--- src/rtl/icn_perfmon_pkg.sv ---
// Package: shared constants for the interconnect performance monitor.
// Assumes an 8-bit selector split as {source[2:0], code[4:0]}.
package icn_perfmon_pkg;
    localparam int SEL_W        = 8;
    localparam int SRC_W        = 3;
    localparam int CODE_W       = 5;
    localparam int SLV_SRC_MAX  = 4;
    localparam int SLV_CODE_MAX = 19;
    localparam int MST_CODE_MIN = 20;
    localparam int MST_CODE_MAX = 26;
    localparam logic [15:0] CTRL_ADDR = 16'h0100;
    localparam logic [3:0]  PAGE_NIB0 = 4'h9;
    localparam int CTRL_EN_BIT  = 0;
    localparam int CTRL_RSTALL  = 1;
    localparam int CTRL_RSTCYC  = 2;
    localparam int CTRL_NUM_LSB = 11;

    typedef enum logic [1:0] {
        PG_SEL = 2'd0,
        PG_CNT = 2'd1,
        PG_CTL = 2'd2,
        PG_OVF = 2'd3
    } page_reg_e;
endpackage

--- src/rtl/pm_event_filter.sv ---
// Event filter: checks a selector against the legal slave/master code
// ranges and picks the matching event pulse.
// Assumes ev_pulse is indexed by the full selector value.
module pm_event_filter
    import icn_perfmon_pkg::*;
#(
    parameter int NUM_EV = 256
) (
    input  logic [SEL_W-1:0]  sel,
    input  logic [NUM_EV-1:0] ev_pulse,
    output logic              legal,
    output logic              hit
);
    logic [SRC_W-1:0]  src;
    logic [CODE_W-1:0] code;

    // Range check on the source port and event code fields
    always_comb begin
        src   = sel[SEL_W-1 -: SRC_W];
        code  = sel[CODE_W-1:0];
        if (32'(src) <= SLV_SRC_MAX)
            legal = (32'(code) <= SLV_CODE_MAX);
        else
            legal = (32'(code) >= MST_CODE_MIN) && (32'(code) <= MST_CODE_MAX);
        hit = legal && ev_pulse[sel];
    end
endmodule

--- src/rtl/pm_counter.sv ---
// One monitor counter with its register page: selector, count, enable
// and sticky overflow flag. IS_CYCLE picks the cycle-counter variant,
// which counts every clock. Assumes at most one register write per cycle.
module pm_counter
    import icn_perfmon_pkg::*;
#(
    parameter int CNT_W    = 32,
    parameter int NUM_EV   = 256,
    parameter bit IS_CYCLE = 1'b0
) (
    input  logic              clk,
    input  logic              rst_n,
    input  logic              global_en,
    input  logic              wr_sel,
    input  logic              wr_cnt,
    input  logic              wr_ctl,
    input  logic              wr_ovf,
    input  logic [CNT_W-1:0]  wdata,
    input  logic              zero_cnt,
    input  logic [NUM_EV-1:0] ev_pulse,
    output logic [SEL_W-1:0]  sel_q,
    output logic [CNT_W-1:0]  count,
    output logic              en_q,
    output logic              ovf_q,
    output logic              irq
);
    logic hit;
    logic legal;
    logic inc;
    logic wrap;

    generate
        if (IS_CYCLE) begin : g_cycle
            assign hit   = 1'b1;
            assign legal = 1'b1;
        end else begin : g_event
            pm_event_filter #(.NUM_EV(NUM_EV)) u_filter (
                .sel      (sel_q),
                .ev_pulse (ev_pulse),
                .legal    (legal),
                .hit      (hit)
            );
        end
    endgenerate

    // Increment and wrap conditions for this cycle
    always_comb begin
        inc  = global_en && en_q && hit;
        wrap = inc && !wr_cnt && !zero_cnt && (count == {CNT_W{1'b1}});
    end

    // Page registers and count update, reset-zero first, then write, then increment
    always_ff @(posedge clk) begin
        if (!rst_n) begin
            sel_q <= '0;
            count <= '0;
            en_q  <= 1'b0;
            ovf_q <= 1'b0;
        end else begin
            if (wr_sel) sel_q <= wdata[SEL_W-1:0];
            if (wr_ctl) en_q  <= wdata[0];
            if (zero_cnt)    count <= '0;
            else if (wr_cnt) count <= wdata;
            else if (inc)    count <= count + 1'b1;
            if (wrap)                    ovf_q <= 1'b1;
            else if (wr_ovf && wdata[0]) ovf_q <= 1'b0;
        end
    end

    assign irq = ovf_q;

    // frozen while the global enable is clear
    p_gated_r2: assert property (@(posedge clk) disable iff (!rst_n)
        (!global_en && !wr_cnt && !zero_cnt) |=> $stable(count));
    // at most one step per clock
    p_step_r3: assert property (@(posedge clk) disable iff (!rst_n)
        (!wr_cnt && !zero_cnt) |=> (count == $past(count) || count == $past(count) + 1'b1));
    // illegal selector never counts
    p_illegal_r5: assert property (@(posedge clk) disable iff (!rst_n)
        (!legal && !wr_cnt && !zero_cnt) |=> $stable(count));
    // cycle counter runs every enabled clock
    p_cycle_r6: assert property (@(posedge clk) disable iff (!rst_n)
        (IS_CYCLE && global_en && en_q && !wr_cnt && !zero_cnt) |=> count == $past(count) + 1'b1);
    // wrap lands at zero with the flag set
    p_wrap_r7: assert property (@(posedge clk) disable iff (!rst_n)
        (inc && count == {CNT_W{1'b1}} && !wr_cnt && !zero_cnt) |=> (ovf_q && count == '0));
    // flag is sticky until a write of 1
    p_sticky_r8: assert property (@(posedge clk) disable iff (!rst_n)
        (ovf_q && !(wr_ovf && wdata[0])) |=> ovf_q);
    // written value wins
    p_wrprio_r9: assert property (@(posedge clk) disable iff (!rst_n)
        (wr_cnt && !zero_cnt) |=> count == $past(wdata));
    // reset strobe zeroes the count
    p_zero_r10: assert property (@(posedge clk) disable iff (!rst_n)
        zero_cnt |=> count == '0);
    // disabled counter holds
    p_disabled_r11: assert property (@(posedge clk) disable iff (!rst_n)
        (!en_q && !wr_cnt && !zero_cnt) |=> $stable(count));
endmodule

--- src/rtl/icn_perfmon.sv ---
// Interconnect performance monitor top: register decode, global control
// and read mux around one cycle counter and NUM_EVT_CNT event counters.
// Assumes a 16-bit byte address, word-aligned accesses, and one access per cycle.
module icn_perfmon
    import icn_perfmon_pkg::*;
#(
    parameter int NUM_EVT_CNT = 4,
    parameter int CNT_W       = 32,
    parameter int NUM_SRC     = 8,
    parameter int NUM_CODE    = 32
) (
    input  logic                                   clk,
    input  logic                                   rst_n,
    input  logic [15:0]                            bus_addr,
    input  logic                                   bus_we,
    input  logic [CNT_W-1:0]                       bus_wdata,
    output logic [CNT_W-1:0]                       bus_rdata,
    input  logic [NUM_SRC*NUM_CODE-1:0]            ev_pulse,
    output logic [NUM_EVT_CNT:0]                   ovf_irq
);
    localparam int NUM_CNT = NUM_EVT_CNT + 1;
    localparam int NUM_EV  = NUM_SRC * NUM_CODE;

    logic             global_en;
    logic             ctrl_hit;
    logic             page_hit;
    logic [3:0]       page_idx;
    page_reg_e        page_reg;
    logic             rst_all;
    logic             rst_cyc;
    logic [SEL_W-1:0] sel_q [NUM_CNT];
    logic [CNT_W-1:0] cnt_q [NUM_CNT];
    logic             en_q  [NUM_CNT];
    logic             ovf_q [NUM_CNT];

    // Address decode for the control register and counter pages
    always_comb begin
        ctrl_hit = (bus_addr == CTRL_ADDR);
        page_idx = bus_addr[15:12] - PAGE_NIB0;
        page_hit = (bus_addr[15:12] >= PAGE_NIB0) && (32'(page_idx) < NUM_CNT)
                   && (bus_addr[11:4] == 8'h00) && (bus_addr[1:0] == 2'b00);
        page_reg = page_reg_e'(bus_addr[3:2]);
        rst_all  = bus_we && ctrl_hit && bus_wdata[CTRL_RSTALL];
        rst_cyc  = bus_we && ctrl_hit && bus_wdata[CTRL_RSTCYC];
    end

    // Global enable register
    always_ff @(posedge clk) begin
        if (!rst_n)                 global_en <= 1'b0;
        else if (bus_we && ctrl_hit) global_en <= bus_wdata[CTRL_EN_BIT];
    end

    generate
        for (genvar i = 0; i < NUM_CNT; i++) begin : g_cnt
            logic sel_me;
            assign sel_me = bus_we && page_hit && (page_idx == 4'(i));
            pm_counter #(
                .CNT_W    (CNT_W),
                .NUM_EV   (NUM_EV),
                .IS_CYCLE (i == 0)
            ) u_cnt (
                .clk       (clk),
                .rst_n     (rst_n),
                .global_en (global_en),
                .wr_sel    (sel_me && page_reg == PG_SEL),
                .wr_cnt    (sel_me && page_reg == PG_CNT),
                .wr_ctl    (sel_me && page_reg == PG_CTL),
                .wr_ovf    (sel_me && page_reg == PG_OVF),
                .wdata     (bus_wdata),
                .zero_cnt  (rst_all || (i == 0 && rst_cyc)),
                .ev_pulse  (ev_pulse),
                .sel_q     (sel_q[i]),
                .count     (cnt_q[i]),
                .en_q      (en_q[i]),
                .ovf_q     (ovf_q[i]),
                .irq       (ovf_irq[i])
            );
        end
    endgenerate

    // Combinational read mux; strobe bits always read as zero
    always_comb begin
        bus_rdata = '0;
        if (ctrl_hit) begin
            bus_rdata[CTRL_EN_BIT] = global_en;
            bus_rdata[CTRL_NUM_LSB +: 5] = 5'(NUM_EVT_CNT);
        end else if (page_hit) begin
            for (int i = 0; i < NUM_CNT; i++) begin
                if (page_idx == 4'(i)) begin
                    case (page_reg)
                        PG_SEL:  bus_rdata[SEL_W-1:0] = sel_q[i];
                        PG_CNT:  bus_rdata = cnt_q[i];
                        PG_CTL:  bus_rdata[0] = en_q[i];
                        default: bus_rdata[0] = ovf_q[i];
                    endcase
                end
            end
        end
    end
endmodule

--- config.mk ---
export PLATFORM = sky130hd
export DESIGN_NAME = icn_perfmon
export DESIGN_NICKNAME = d
export VERILOG_FILES = /design/src/rtl/icn_perfmon_pkg.sv /design/src/rtl/pm_event_filter.sv /design/src/rtl/pm_counter.sv /design/src/rtl/icn_perfmon.sv
export SDC_FILE = /design/constraint.sdc
export NUM_CORES = 1
export LEC_CHECK = 0
export BUFFER_PORTS_ARGS = -buffer_cell sky130_fd_sc_hd__buf_2
export CORE_MARGIN = 5
export CORE_UTILIZATION = 59
export CTS_CLUSTER_SIZE = 14
export DETAILED_ROUTE_END_ITERATION = 6
export GPL_ROUTABILITY_DRIVEN = 0
export PLACE_DENSITY_LB_ADDON = 0.2
export SYNTH_ARGS = -nofsm -noshare
export SYNTH_HDL_FRONTEND = slang
export SYNTH_SLANG_ARGS = --single-unit
--- constraint.sdc ---
create_clock -name clk -period 3.8 [get_ports clk]
set_input_delay 0.57 -clock clk [delete_from_list [all_inputs] [get_ports clk]]
set_output_delay 0.57 -clock clk [all_outputs]
set_load 0.02 [all_outputs]
==> summary.md <==
| Metric | Value |
|---|---|
| Status | finished with violations |
| Violated checks | DRC |
| CP Max Fanout | between 40 and 50 |
| Top FF cell, synth | dfxtp_1 |
| Die width | 200.0 um |
| Cell Count, Final, Fillers Out | approximately 3,000 |
| Row count | 69 |
| Final Skew | 0.01418 ns |
| CTS Sinks | 211 |
| Share of layout cells above drive strength 1 | 33.40% |
| Final Max Slew Viols | 0 |
| Flops & latches, synth | 211 |
| FFs w/ async S/R, synth | 0% |
| F_max | ~0.27 GHz |
| Final HPWL from detailed placement | 64.83 mm |
| GR Overflow Total | 0 |
| Largest net degree at the start of global routing | 66 |
| HP Class | in2reg |
| Synth area leaders | mux4_2 28%, dfxtp_1 20%, mux2i_1 4.5% |
| Net total in the final layout | between 2,000 and 3,000 |
| RSZ-0062 raised after global routing | false |
| Synthesis Warnings | 0 |
| Top-area cell type share of the netlist area | approximately 28% |
| Total Routing Usage GR | about two fifths |
| Max-cap viol count | 0 |
| Mapped Avg Cell Area | 9.539 um2 |
| Vias in the first global route | approximately 22,000 |
| Relative slew slack | approximately 28% |
| PD cells | roughly 220 nW/um2 |
| Worst setup EP type | register |
| Synthesized Nets | approximately 2,500 |
| Initial antenna violation count | 4 |
| Period minus WS final | 3.768 ns |
| DRC viols | 49 |
| Distinct cells, synth | 80 |
| Fill count | 2,855 |
| Data required time of the worst path | 4.21 ns |
| PortBufs | 343 |
| Worst slew pin tran | 1.082 ns |
| Antenna Nets Post-Route | 0 |
| Final Hold Vio Count | 0 |
| Most frequent cell after synthesis | mux4_2 |
| Setup_tns | 0 ns |
| CTS tree | yes |
| Placed insts | 2,936 |
| Lkg Pwr | 7.782 nW |
| Drt initial violations | 3,321 |
| Via count | around 23,000 |
| Final period util | 99.16% |
| Total Wirelength | roughly 86 mm |
| Critical path launch point type | register |
| CP arrival | 4.17 ns |
| Clock buffer depth | 3 |
| Hold Buf Count CTS | 0 |
| Synth-to-layout area growth | 13.97% |
| Die H | 200.0 um |
| Clock slew at reported path FFs | around 0.07 ns |
| Routed len/inst | 28.85 um |
| Core area | between 30,000 and 40,000 um2 |
| Cells on worst reg2reg path | 10 |
| Effective utilization at floorplan | 59.76% |
| Initial DRT Pass Iterations | 7 |
| Final setup fails | 0 |
| Number of H-tree levels | 1 |
| Ports | 344 |
| Post-synth EDFFs | 0 |
| Setup CP Type | reg2reg |
| First-pass GRT wire length | 129.0 mm |
| Post-synth top cells | 266 x mux4_2, 211 x dfxtp_1, 182 x nand2_1 |
| DIE AREA | 40,020 um2 |
| CTS buffer count | 24 |
| Seq/Total Area, Yosys | 19.82% |
| Vias/cell | 7.554 |
| Cell area after synthesis | 21,310 um2 |
| Post-synth top area cell | mux4_2 |
| Hold path cells | 3 |
| VDD IR-drop max | 0.2911 mV |
| Cells after synthesis | 2,234 |
| Root Driver | clkbuf_16 |
| Skew-Pair Late Insertion Delay | 0.53 ns |
[layout by cell type, fill, tap and decap left out, drive strengths merged, types with 52 or more instances in the layout]
cell    count
xnor2     101
nor3       66
nand3      94
o21ai     123
a211oi     52
nand2     183
nor2      161
a22oi      68
a21oi     104
nor2b      54
mux4      266
buf       458
dfxtp     211
mux2i      95
[state kept, by name, summed over array words and instances (netlist names)]
register	count
g_cnt.u_cnt.count	160
g_cnt.u_cnt.en_q	5
g_cnt.u_cnt.irq	5
g_cnt.u_cnt.sel_q	40
global_en	1
[metrics by stage]
step,total power [mW],hold WS [ns],utilization (%),instance area (um2),setup WS (ns)
floorplan,2.656,0.4523,-,21310,0.7425
global placement,3.060,0.4792,65.75,23440,0.1720
detailed placement,3.084,0.4844,65.75,23440,0.1512
CTS,5.399,0.3418,67.95,24230,0.1255
global route,5.566,0.3395,68.08,24280,0.007690
finish,5.426,0.3620,68.11,24290,0.03178
[worst max-delay path, cell delays in order (launching register included)]
cell,delay [ns]
dfxtp_4,0.86
mux4_2,0.35
mux2i_1,0.07
a211oi_1,0.68
o21ai_1,0.26
o2111ai_2,0.24
nand3_2,0.11
buf_12,0.19
nor4_2,0.52
xnor2_1,0.19
o21ai_1,0.08
[kinds of logic (layout without fill, tap and decap cells)]
logic type / Yosys count / in the layout / synth area share [%]
compound gates: 503 / 503 / 16.45
mux: 388 / 388 / 34.00
flops: 211 / 211 / 19.82
buf+inv: 241 / 528 / 6.036
fa+ha+maj: 5 / 5 / 0.2936
xor+xnor: 139 / 139 / 5.713
other cells: 0 / 5 / 0
simple gates: 747 / 747 / 17.69
[area by class of cell]
cell class                 instances  area [um2]  share of cell area, %
multi-input combinational       1782       15820                  65.16
sequential                       211        4252                  17.51
timing repair buffer             458        2738                  11.27
clock buffer                      31       668.1                  2.751
tap                              461       576.8                  2.375
clock inverter                    13       117.6                 0.4843
inverter                          26       97.59                 0.4019
antenna                            5       12.51                0.05152
[power breakdown]
| group | total, mW | internal [mW] | switching (mW) |
|---|---|---|---|
| sequential | 2.24 | 2.22 | 0.0181 |
| combinational | 0.841 | 0.377 | 0.464 |
| clock | 2.35 | 1.38 | 0.973 |
| total | 5.43 | 3.97 | 1.46 |
[routing by layer]
layer	part of all wire [%]	wire length (um)	global-route usage (%)	vias up
li1	-	-	-	9324
met1	32	27670	49.85	10490
met2	44	37810	64.31	2160
met3	14	11720	10.83	588
met4	10	8885	32.53	6
met5	0.093	80	0.9558	-
[worst paths after layout]
kind	start	end	slack, ns
setup reg to reg	g_cnt[1].u_cnt.sel_q[1]	g_cnt[1].u_cnt.count[22]	0.03
setup / recovery	g_cnt[1].u_cnt.sel_q[1]	g_cnt[1].u_cnt.count[22]	0.03
hold / removal	bus_wdata[12]	g_cnt[1].u_cnt.count[12]	0.36
hold reg to reg	g_cnt[2].u_cnt.en_q	g_cnt[2].u_cnt.en_q	0.50
[timing repair]
action / 4_1_cts / 5_1_grt
buffers inserted: 0 / 2
endpoints found under the hold margin: 0 / 0
resized for setup: 0 / 3
setup endpoints to repair: 0 / 54
Note: power is estimated with default switching activity, not from simulation.
